## src/rtl/wakePowerCtl_pkg.sv

```systemverilog
package wakePowerCtl_pkg;
  localparam int REG_W      = 8;
  localparam int NUM_EN     = 4;
  localparam int FLAG_W     = NUM_EN + 1;
  localparam int BIT_SLEEP  = 7;
  localparam int BIT_SUSP   = 6;
  localparam int BIT_CLEAR  = 5;

  typedef enum logic [1:0] {
    MODE_RUN     = 2'd0,
    MODE_SLEEP   = 2'd1,
    MODE_SUSPEND = 2'd2
  } modeT;

  typedef struct packed {
    logic clearAll;
    logic loadEn;
  } strobeT;
endpackage

```

## src/rtl/wakePowerCtl_dp.sv

```systemverilog
module wakePowerCtl_dp
  import wakePowerCtl_pkg::*;
#(
  parameter int SYNC_STAGES = 2
) (
  input  logic              clk,
  input  logic              rstN,
  input  strobeT            strobe,
  input  logic [NUM_EN-1:0] enBits,
  input  logic              lowActive,
  input  logic [FLAG_W-1:0] evtIn,
  input  logic [FLAG_W-1:0] rstCause,
  output logic [FLAG_W-1:0] flags,
  output logic              flagsAny,
  output logic              setAny
);
  localparam int LAST = SYNC_STAGES - 1;

  logic [FLAG_W-1:0] syncChain [SYNC_STAGES];
  logic [FLAG_W-1:0] synced;
  logic              cmpPrev;
  logic [NUM_EN-1:0] enables;
  logic [FLAG_W-1:0] seen;
  logic [FLAG_W-1:0] setNow;
  logic [FLAG_W-1:0] baseFlags;

  always_ff @(posedge clk) begin
    if (!rstN) begin
      for (int s = 0; s < SYNC_STAGES; s++) syncChain[s] <= '0;
    end else begin
      syncChain[0] <= evtIn;
      for (int s = 1; s < SYNC_STAGES; s++) syncChain[s] <= syncChain[s-1];
    end
  end

  assign synced = syncChain[LAST];

  always_ff @(posedge clk) begin
    if (!rstN) cmpPrev <= 1'b0;
    else       cmpPrev <= synced[0];
  end

  genvar g;
  generate
    for (g = 0; g < FLAG_W; g++) begin : gSrc
      if (g == 0) begin : gEdge
        assign seen[g]   = synced[g] & ~cmpPrev;
        assign setNow[g] = seen[g] & enables[g] & lowActive;
      end else if (g < NUM_EN) begin : gLevel
        assign seen[g]   = synced[g];
        assign setNow[g] = seen[g] & enables[g] & lowActive;
      end else begin : gGlitch
        assign seen[g]   = synced[g];
        assign setNow[g] = seen[g];
      end
    end
  endgenerate

  always_ff @(posedge clk) begin
    if (!rstN)              enables <= '0;
    else if (strobe.loadEn) enables <= enBits;
  end

  assign baseFlags = strobe.clearAll ? '0 : flags;

  always_ff @(posedge clk) begin
    if (!rstN) flags <= rstCause;
    else       flags <= baseFlags | setNow;
  end

  assign flagsAny = |flags;
  assign setAny   = |setNow;
endmodule

```

## src/rtl/wakePowerCtl_ctl.sv

```systemverilog
module wakePowerCtl_ctl
  import wakePowerCtl_pkg::*;
(
  input  logic             clk,
  input  logic             rstN,
  input  logic             wrEn,
  input  logic [REG_W-1:0] wrData,
  input  logic             flagsAny,
  input  logic             setAny,
  output strobeT           strobe,
  output modeT             mode,
  output logic             lowActive,
  output logic             wakePulse
);
  logic reqLow;
  logic accept;
  modeT modeNext;

  assign strobe.clearAll = wrEn & wrData[BIT_CLEAR];
  assign strobe.loadEn   = wrEn;
  assign reqLow          = wrEn & (wrData[BIT_SLEEP] | wrData[BIT_SUSP]);
  assign accept          = reqLow & (strobe.clearAll | ~flagsAny) & ~setAny;
  assign lowActive       = (mode != MODE_RUN);

  always_comb begin
    modeNext = mode;
    if (lowActive && setAny)  modeNext = MODE_RUN;
    else if (accept)          modeNext = wrData[BIT_SLEEP] ? MODE_SLEEP : MODE_SUSPEND;
  end

  always_ff @(posedge clk) begin
    if (!rstN) begin
      mode      <= MODE_RUN;
      wakePulse <= 1'b0;
    end else begin
      mode      <= modeNext;
      wakePulse <= lowActive & setAny;
    end
  end
endmodule

```

## src/rtl/wakePowerCtl.sv

```systemverilog
module wakePowerCtl
  import wakePowerCtl_pkg::*;
#(
  parameter int SYNC_STAGES = 2
) (
  input  logic              clk,
  input  logic              rstN,
  input  logic [FLAG_W-1:0] rstCause,
  input  logic              wrEn,
  input  logic [REG_W-1:0]  wrData,
  output logic [REG_W-1:0]  rdData,
  input  logic [FLAG_W-1:0] evtIn,
  output logic              sleepReq,
  output logic              suspendReq,
  output logic              wakePulse
);
  strobeT            strobe;
  modeT              mode;
  logic              lowActive;
  logic              flagsAny;
  logic              setAny;
  logic [FLAG_W-1:0] flags;

  wakePowerCtl_ctl u_ctl (
    .clk       (clk),
    .rstN      (rstN),
    .wrEn      (wrEn),
    .wrData    (wrData),
    .flagsAny  (flagsAny),
    .setAny    (setAny),
    .strobe    (strobe),
    .mode      (mode),
    .lowActive (lowActive),
    .wakePulse (wakePulse)
  );

  wakePowerCtl_dp #(.SYNC_STAGES(SYNC_STAGES)) u_dp (
    .clk       (clk),
    .rstN      (rstN),
    .strobe    (strobe),
    .enBits    (wrData[NUM_EN-1:0]),
    .lowActive (lowActive),
    .evtIn     (evtIn),
    .rstCause  (rstCause),
    .flags     (flags),
    .flagsAny  (flagsAny),
    .setAny    (setAny)
  );

  assign rdData     = {{(REG_W-FLAG_W){1'b0}}, flags};
  assign sleepReq   = (mode == MODE_SLEEP);
  assign suspendReq = (mode == MODE_SUSPEND);
endmodule

```

## config.mk

```make
export PLATFORM = sky130hd
export DESIGN_NAME = wakePowerCtl
export DESIGN_NICKNAME = d
export VERILOG_FILES = /design/src/rtl/wakePowerCtl_pkg.sv /design/src/rtl/wakePowerCtl_dp.sv /design/src/rtl/wakePowerCtl_ctl.sv /design/src/rtl/wakePowerCtl.sv
export SDC_FILE = /design/constraint.sdc
export NUM_CORES = 1
export LEC_CHECK = 0
export ABC_CLOCK_PERIOD_IN_PS = 1300
export CORE_UTILIZATION = 43
export CTS_CLUSTER_SIZE = 24
export DETAILED_ROUTE_END_ITERATION = 12
export PLACE_DENSITY = 0.77
export SETUP_SLACK_MARGIN = 0.2
export SLEW_MARGIN = 20
export SYNTH_ARGS = -nofsm -noshare
export SYNTH_HDL_FRONTEND = slang
export SYNTH_SLANG_ARGS = --single-unit
```

## constraint.sdc

```tcl
create_clock -name clk -period 1.3 [get_ports clk]
set_input_delay 0.13 -clock clk [delete_from_list [all_inputs] [get_ports clk]]
set_output_delay 0.13 -clock clk [all_outputs]
set_load 0.1 [all_outputs]
```

=== Word level (Yosys, flattened, before mapping) ===
Memory sizes are Yosys's and may differ from the RTL's.
Cells that the tools add are included.
W data, S select, Z words.

* Latch bits: 0
* Memory bits (writable): 10
* ROM bits: 0
* Output and inout bits: 11
* Memories: 1
* Bits in registers: 13
* Word-level logic and storage cells: 43
* Input bits: 21

* Magnitude comparators: 0
* Equal/unequal tests: 2
* Muxes and demuxes: 7
* Divide/modulo/power cells: 0
* Shifts and indexed selects: 0
* $mul: 0
* Reductions and logical operators: 5
* Bitwise gates (word level): 23
* $add $sub $neg: 0

{| class="wikitable"
|+ Memory list
! name !! depth !! bits a word !! read ports !! clocked after Yosys merged registers in !! write ports !! RTL line !! RTL
|-
| u_dp.syncChain || 2 || 5 || 2 || 0 || 2 || wakePowerCtl_dp.sv:19 || <nowiki>logic [FLAG_W-1:0] syncChain [SYNC_STAGES];</nowiki>
|}

{| class="wikitable"
|+ Operators with widths
! cell !! count
|-
| $mux W5 || 4
|-
| $and A1 B1 Y1 || 14
|-
| $reduce_or A5 Y1 || 2
|-
| $or A5 B5 Y5 || 1
|-
| $not A1 Y1 || 4
|-
| $or A1 B1 Y1 || 4
|-
| $eq A2 B1 Y1 const B || 1
|-
| $eq A2 B2 Y1 const B || 1
|-
| $mux W1 || 2
|-
| $mux W2 || 1
|-
| $reduce_bool A2 Y1 || 1
|-
| $reduce_or A2 Y1 || 1
|-
| $logic_and A1 B1 Y1 || 1
|}

=== Logic depth before layout (Yosys ltp) ===
* Word-level depth: 7
* Depth in mapped cells: 5
* Depth with buffers taken out: 4

=== Cells and area by module ===
Synthesis repeated with hierarchy kept, for this count alone.

* Cell total of the unflattened synthesis: 91
* Area, all modules: 893.4 um^2

{| class="wikitable"
|+ By module, submodules not included
! module !! times used !! sequential area each (um^2) !! cells each !! area each (um^2)
|-
| wakePowerCtl_dp || 1 || 400.4 || 67 || 689.4
|-
| wakePowerCtl_ctl || 1 || 60.1 || 18 || 162.7
|-
| wakePowerCtl || 1 || 0.0 || 6 || 41.3
|}

=== Worst setup path before layout ===
OpenSTA, ideal clock, no wires.

* Kind: flip-flop to output port
* Start: register u_ctl.mode[0]
* End: output sleepReq
* Slack: -0.623 ns
* Path buffers: 0
* Data required time: 1.170 ns
* Cell stages (with the launch flop): 2
* Arrival time: 1.793 ns
* Path through: dfxtp_1 nor2b_1

* Cells in the longest elaborated chain, start to end: 1

{| class="wikitable"
|+ RTL lines
! item !! RTL line !! RTL
|-
| start: declaration || wakePowerCtl_ctl.sv:11 || <nowiki>output modeT mode,</nowiki>
|-
| start signal: assignment || wakePowerCtl_ctl.sv:36 || <nowiki>mode <= modeNext;</nowiki>
|-
| $eq A2 B1 Y1 || wakePowerCtl.sv:51 || <nowiki>assign sleepReq = (mode == MODE_SLEEP);</nowiki>
|-
| end: declaration || wakePowerCtl.sv:13 || <nowiki>output logic sleepReq,</nowiki>
|}

No other way between the ends.

=== Worst setup path in the final report ===
* Start: register u_ctl.mode[1]
* End: output suspendReq

* Cells in the longest elaborated chain, start to end: 1

{| class="wikitable"
|+ RTL lines
! item !! RTL line !! RTL
|-
| $eq A2 B2 Y1 || wakePowerCtl.sv:52 || <nowiki>assign suspendReq = (mode == MODE_SUSPEND);</nowiki>
|-
| end: declaration || wakePowerCtl.sv:14 || <nowiki>output logic suspendReq,</nowiki>
|}

No other way between the ends.

==> reports/results.txt <==
effective utilization at floorplan: 46.0%
gate count after technology mapping: 88
power per standard cell area: 1110 nW/um^2
number of optimization iterations in the first detailed-route pass: 4
Setup CP Type: flip-flop to output port
sequential power share: 51.9%
Final Hold Vio Count: 0
standard cell core area: 1960 sq um
post-synthesis sequential area ratio: 51.0%
Gate power share: 28.1%
latest clock arrival within the worst-skew pair: 0.29 ns
final worst clock skew: 0.00220 ns
Req. time, crit path: 1.17 ns
Data arrival, critical path: 1.06 ns
violation count after the first detailed-route iteration: 4
wirelength, routed: 1660 um
Area contributors post-synth: dfxtp_1 (51%), and2_1 (7.6%), mux2i_1 (5.5%), o211ai_2 (5.5%), nor2b_1 (4.2%)
share of the clock period used by the worst path after layout: 91.6%
Reg2Reg Capture Point: u_ctl.mode[1]
Fillers: 157
Antenna Violating Nets Remaining: 0
fmax: 0.840 GHz
final setup fails: 0
FF-to-FF path depth: 3
setup repair after global routing missed its margin: yes
height of the die: 47.8 um
TritonCTS sink count: 23
storage element area: 487 sq um
Avg Vias per Cell: 4.86
biggest fanout along the worst timing path: 6
non-filler instance count after layout: 147
remaining global-route overflow: 0
vias in the first global route: 657
num rows: 16
outcome: finished, final reports clean
total number of vias: 715
list of most frequent post-synthesis cells: dfxtp_1 (23), and2_1 (11), nor2_1 (9)
clock input transition at the sequential cells of the worst setup and hold paths: 0.11 ns
EDFF count, synth: 0
worst slack, placed: -0.123 ns
worst hold path type: input pin to flip-flop
# hold bufs at CTS: 0
asr flop ratio synth: 0%
NetSw: 0.478 mW
Post-DP Area: 1320 sq um
nature of the critical path endpoint: output port
proportion of power drawn by the clock network: 20.0%
number of synthesis warnings: 0
GPL Wtd Cong: 0.795
number of I/O pins: 32
number of max-cap violations: 0
switching share of power: 31.3%
unique cell type count in the Yosys netlist: 23
cell type with the highest aggregate area in the netlist: dfxtp_1
global-route wire length before repair: 2640 um
# nets final: 142
Critical Path Source Type: flip-flop
input/output buffers: 27
maximum buffer depth of the clock tree: 2
number of flip-flops and latches in the synthesized netlist: 23
minimum setup slack in the final design: 0.110 ns
area taken by multi-input logic gates: 425 sq um
number of buffers created by CTS: 3
deepest level of the CTS H-tree: 1
Cell Count Post-Placement: 142
max-slew violations: 0
dpl hpwl: 1350 um
Setup crit end: suspendReq
maximum number of pins on one net before global-route repair: 27
CTS tree: built
Util after Layout: 70.0%
CP startpoint: u_ctl.mode[1]
Tmin final: 1.19 ns
leakage power: 0.558 nW
post-synth top area share: 51.0%
Reg2Reg Launch Point: u_ctl.mode[0]
Worst Hold Margin: 0.383 ns
count leader, synth: dfxtp_1
Die X: 47.8 um
cell chosen for the clock root: clkbuf_4
cell-internal power: 1.05 mW
count of inserted antenna diode cells: 0
post-synth design cell area: 903 sq um
setup slack of the most critical reg-to-reg path: 0.12 ns
number of antenna violations at the first check in global routing: 0
final design instance area without fill: 1370 sq um
Post-route DRC: 0
average size of a mapped cell: 10.3 sq um
summed negative setup slack over all endpoints: 0 ns
area overhead of the layout relative to synthesis: 52.1%
fraction of layout cells with a size suffix above 1: 30.0%
Total Die Area: 2290 sq um
worst voltage drop across the vdd grid: 0.752 mV
top_reg_cell synth: dfxtp_1
detailed-route wire length per cell: 11.3 um
Power, Total: 1.53 mW
global routing usage summed across all routing layers: 17.0%
==> power by group through the flow <==
stage	combinational [mW]	clock, mW	sequential, mW
5_1_grt	0.452	0.348	0.799
3_5_place_dp	0.425	0	0.810
6_report	0.429	0.305	0.792
2_1_floorplan	0.156	0	0.909
3_3_place_gp	0.418	0	0.808
4_1_cts	0.427	0.316	0.792
==> worst min-delay path by stage <==
stage,from,to,slack [ns],cells past startpoint
after floorplan,evtIn[0],u_dp.syncChain[0][0],0.26,1
after global placement,u_dp.syncChain[0][4],u_dp.syncChain[0][9],0.41,1
after detailed placement,u_dp.syncChain[0][0],u_dp.syncChain[0][5],0.42,1
after CTS,rstCause[2],u_dp.flags[2],0.38,3
after global routing,rstCause[2],u_dp.flags[2],0.38,3
final,rstCause[2],u_dp.flags[2],0.38,3
==> layer usage <==
metal	vias up	part of all wire, %	track usage (%)
met5	-	0	0
met4	0	0.72	6.11
met3	2	4.9	4.91
met2	20	51	31.4
met1	332	43	18.3
li1	361	-	-
==> critical path, stage by stage (launching register included) <==
cell and delay [ns]:
dfxtp_4 0.42, inv_4 0.05, nor2_4 0.12, buf_12 0.18
==> cells by family (layout without fill, tap and decap cells) <==
logic type | after synthesis | after routing | synth area share [%]
flip-flops | 23 | 23 | 51.0
buffers and inverters | 9 | 39 | 5.82
multiplexers | 5 | 5 | 5.54
AO/OA/AOI/OAI | 18 | 18 | 18.3
other | 1 | 3 | 0.415
AND/OR/NAND/NOR | 32 | 32 | 19.0
==> flip-flops by register name, indices dropped and copies added, names as in the netlist <==
name,cells
u_dp.syncChain,10
u_dp.cmpPrev,1
u_ctl.mode,2
u_ctl.wakePulse,1
u_dp.flags,5
u_dp.enables,4
==> cell usage in the layout, fill, tap and decap left out, drive strengths merged, types with 2 or more instances in the layout <==
master	count
dfxtp	23
clkdlybuf4s50	19
buf	13
and2	11
nor2	9
a21oi	6
nor2b	6
mux2i	5
o211ai	4
clkbuf	4
conb	3
inv	3
nand2	2
a32oi	2
nor3	2
==> repair_timing <==
action                                  in CTS  in global routing
setup buffers                                0                  1
endpoints found under the setup margin       5                  5
pin swaps                                    3                  3
resized for setup                            5                  4
==> final cells by class <==
class / count / area share [%]
Sequential cell: 23 / 35.4
Multi-Input combinational cell: 58 / 31.0
Clock buffer: 4 / 1.91
Tap cell: 27 / 2.46
Timing Repair Buffer: 32 / 28.2
Inverter: 3 / 1.00
No activity file was read; power rests on OpenSTA's default activity.
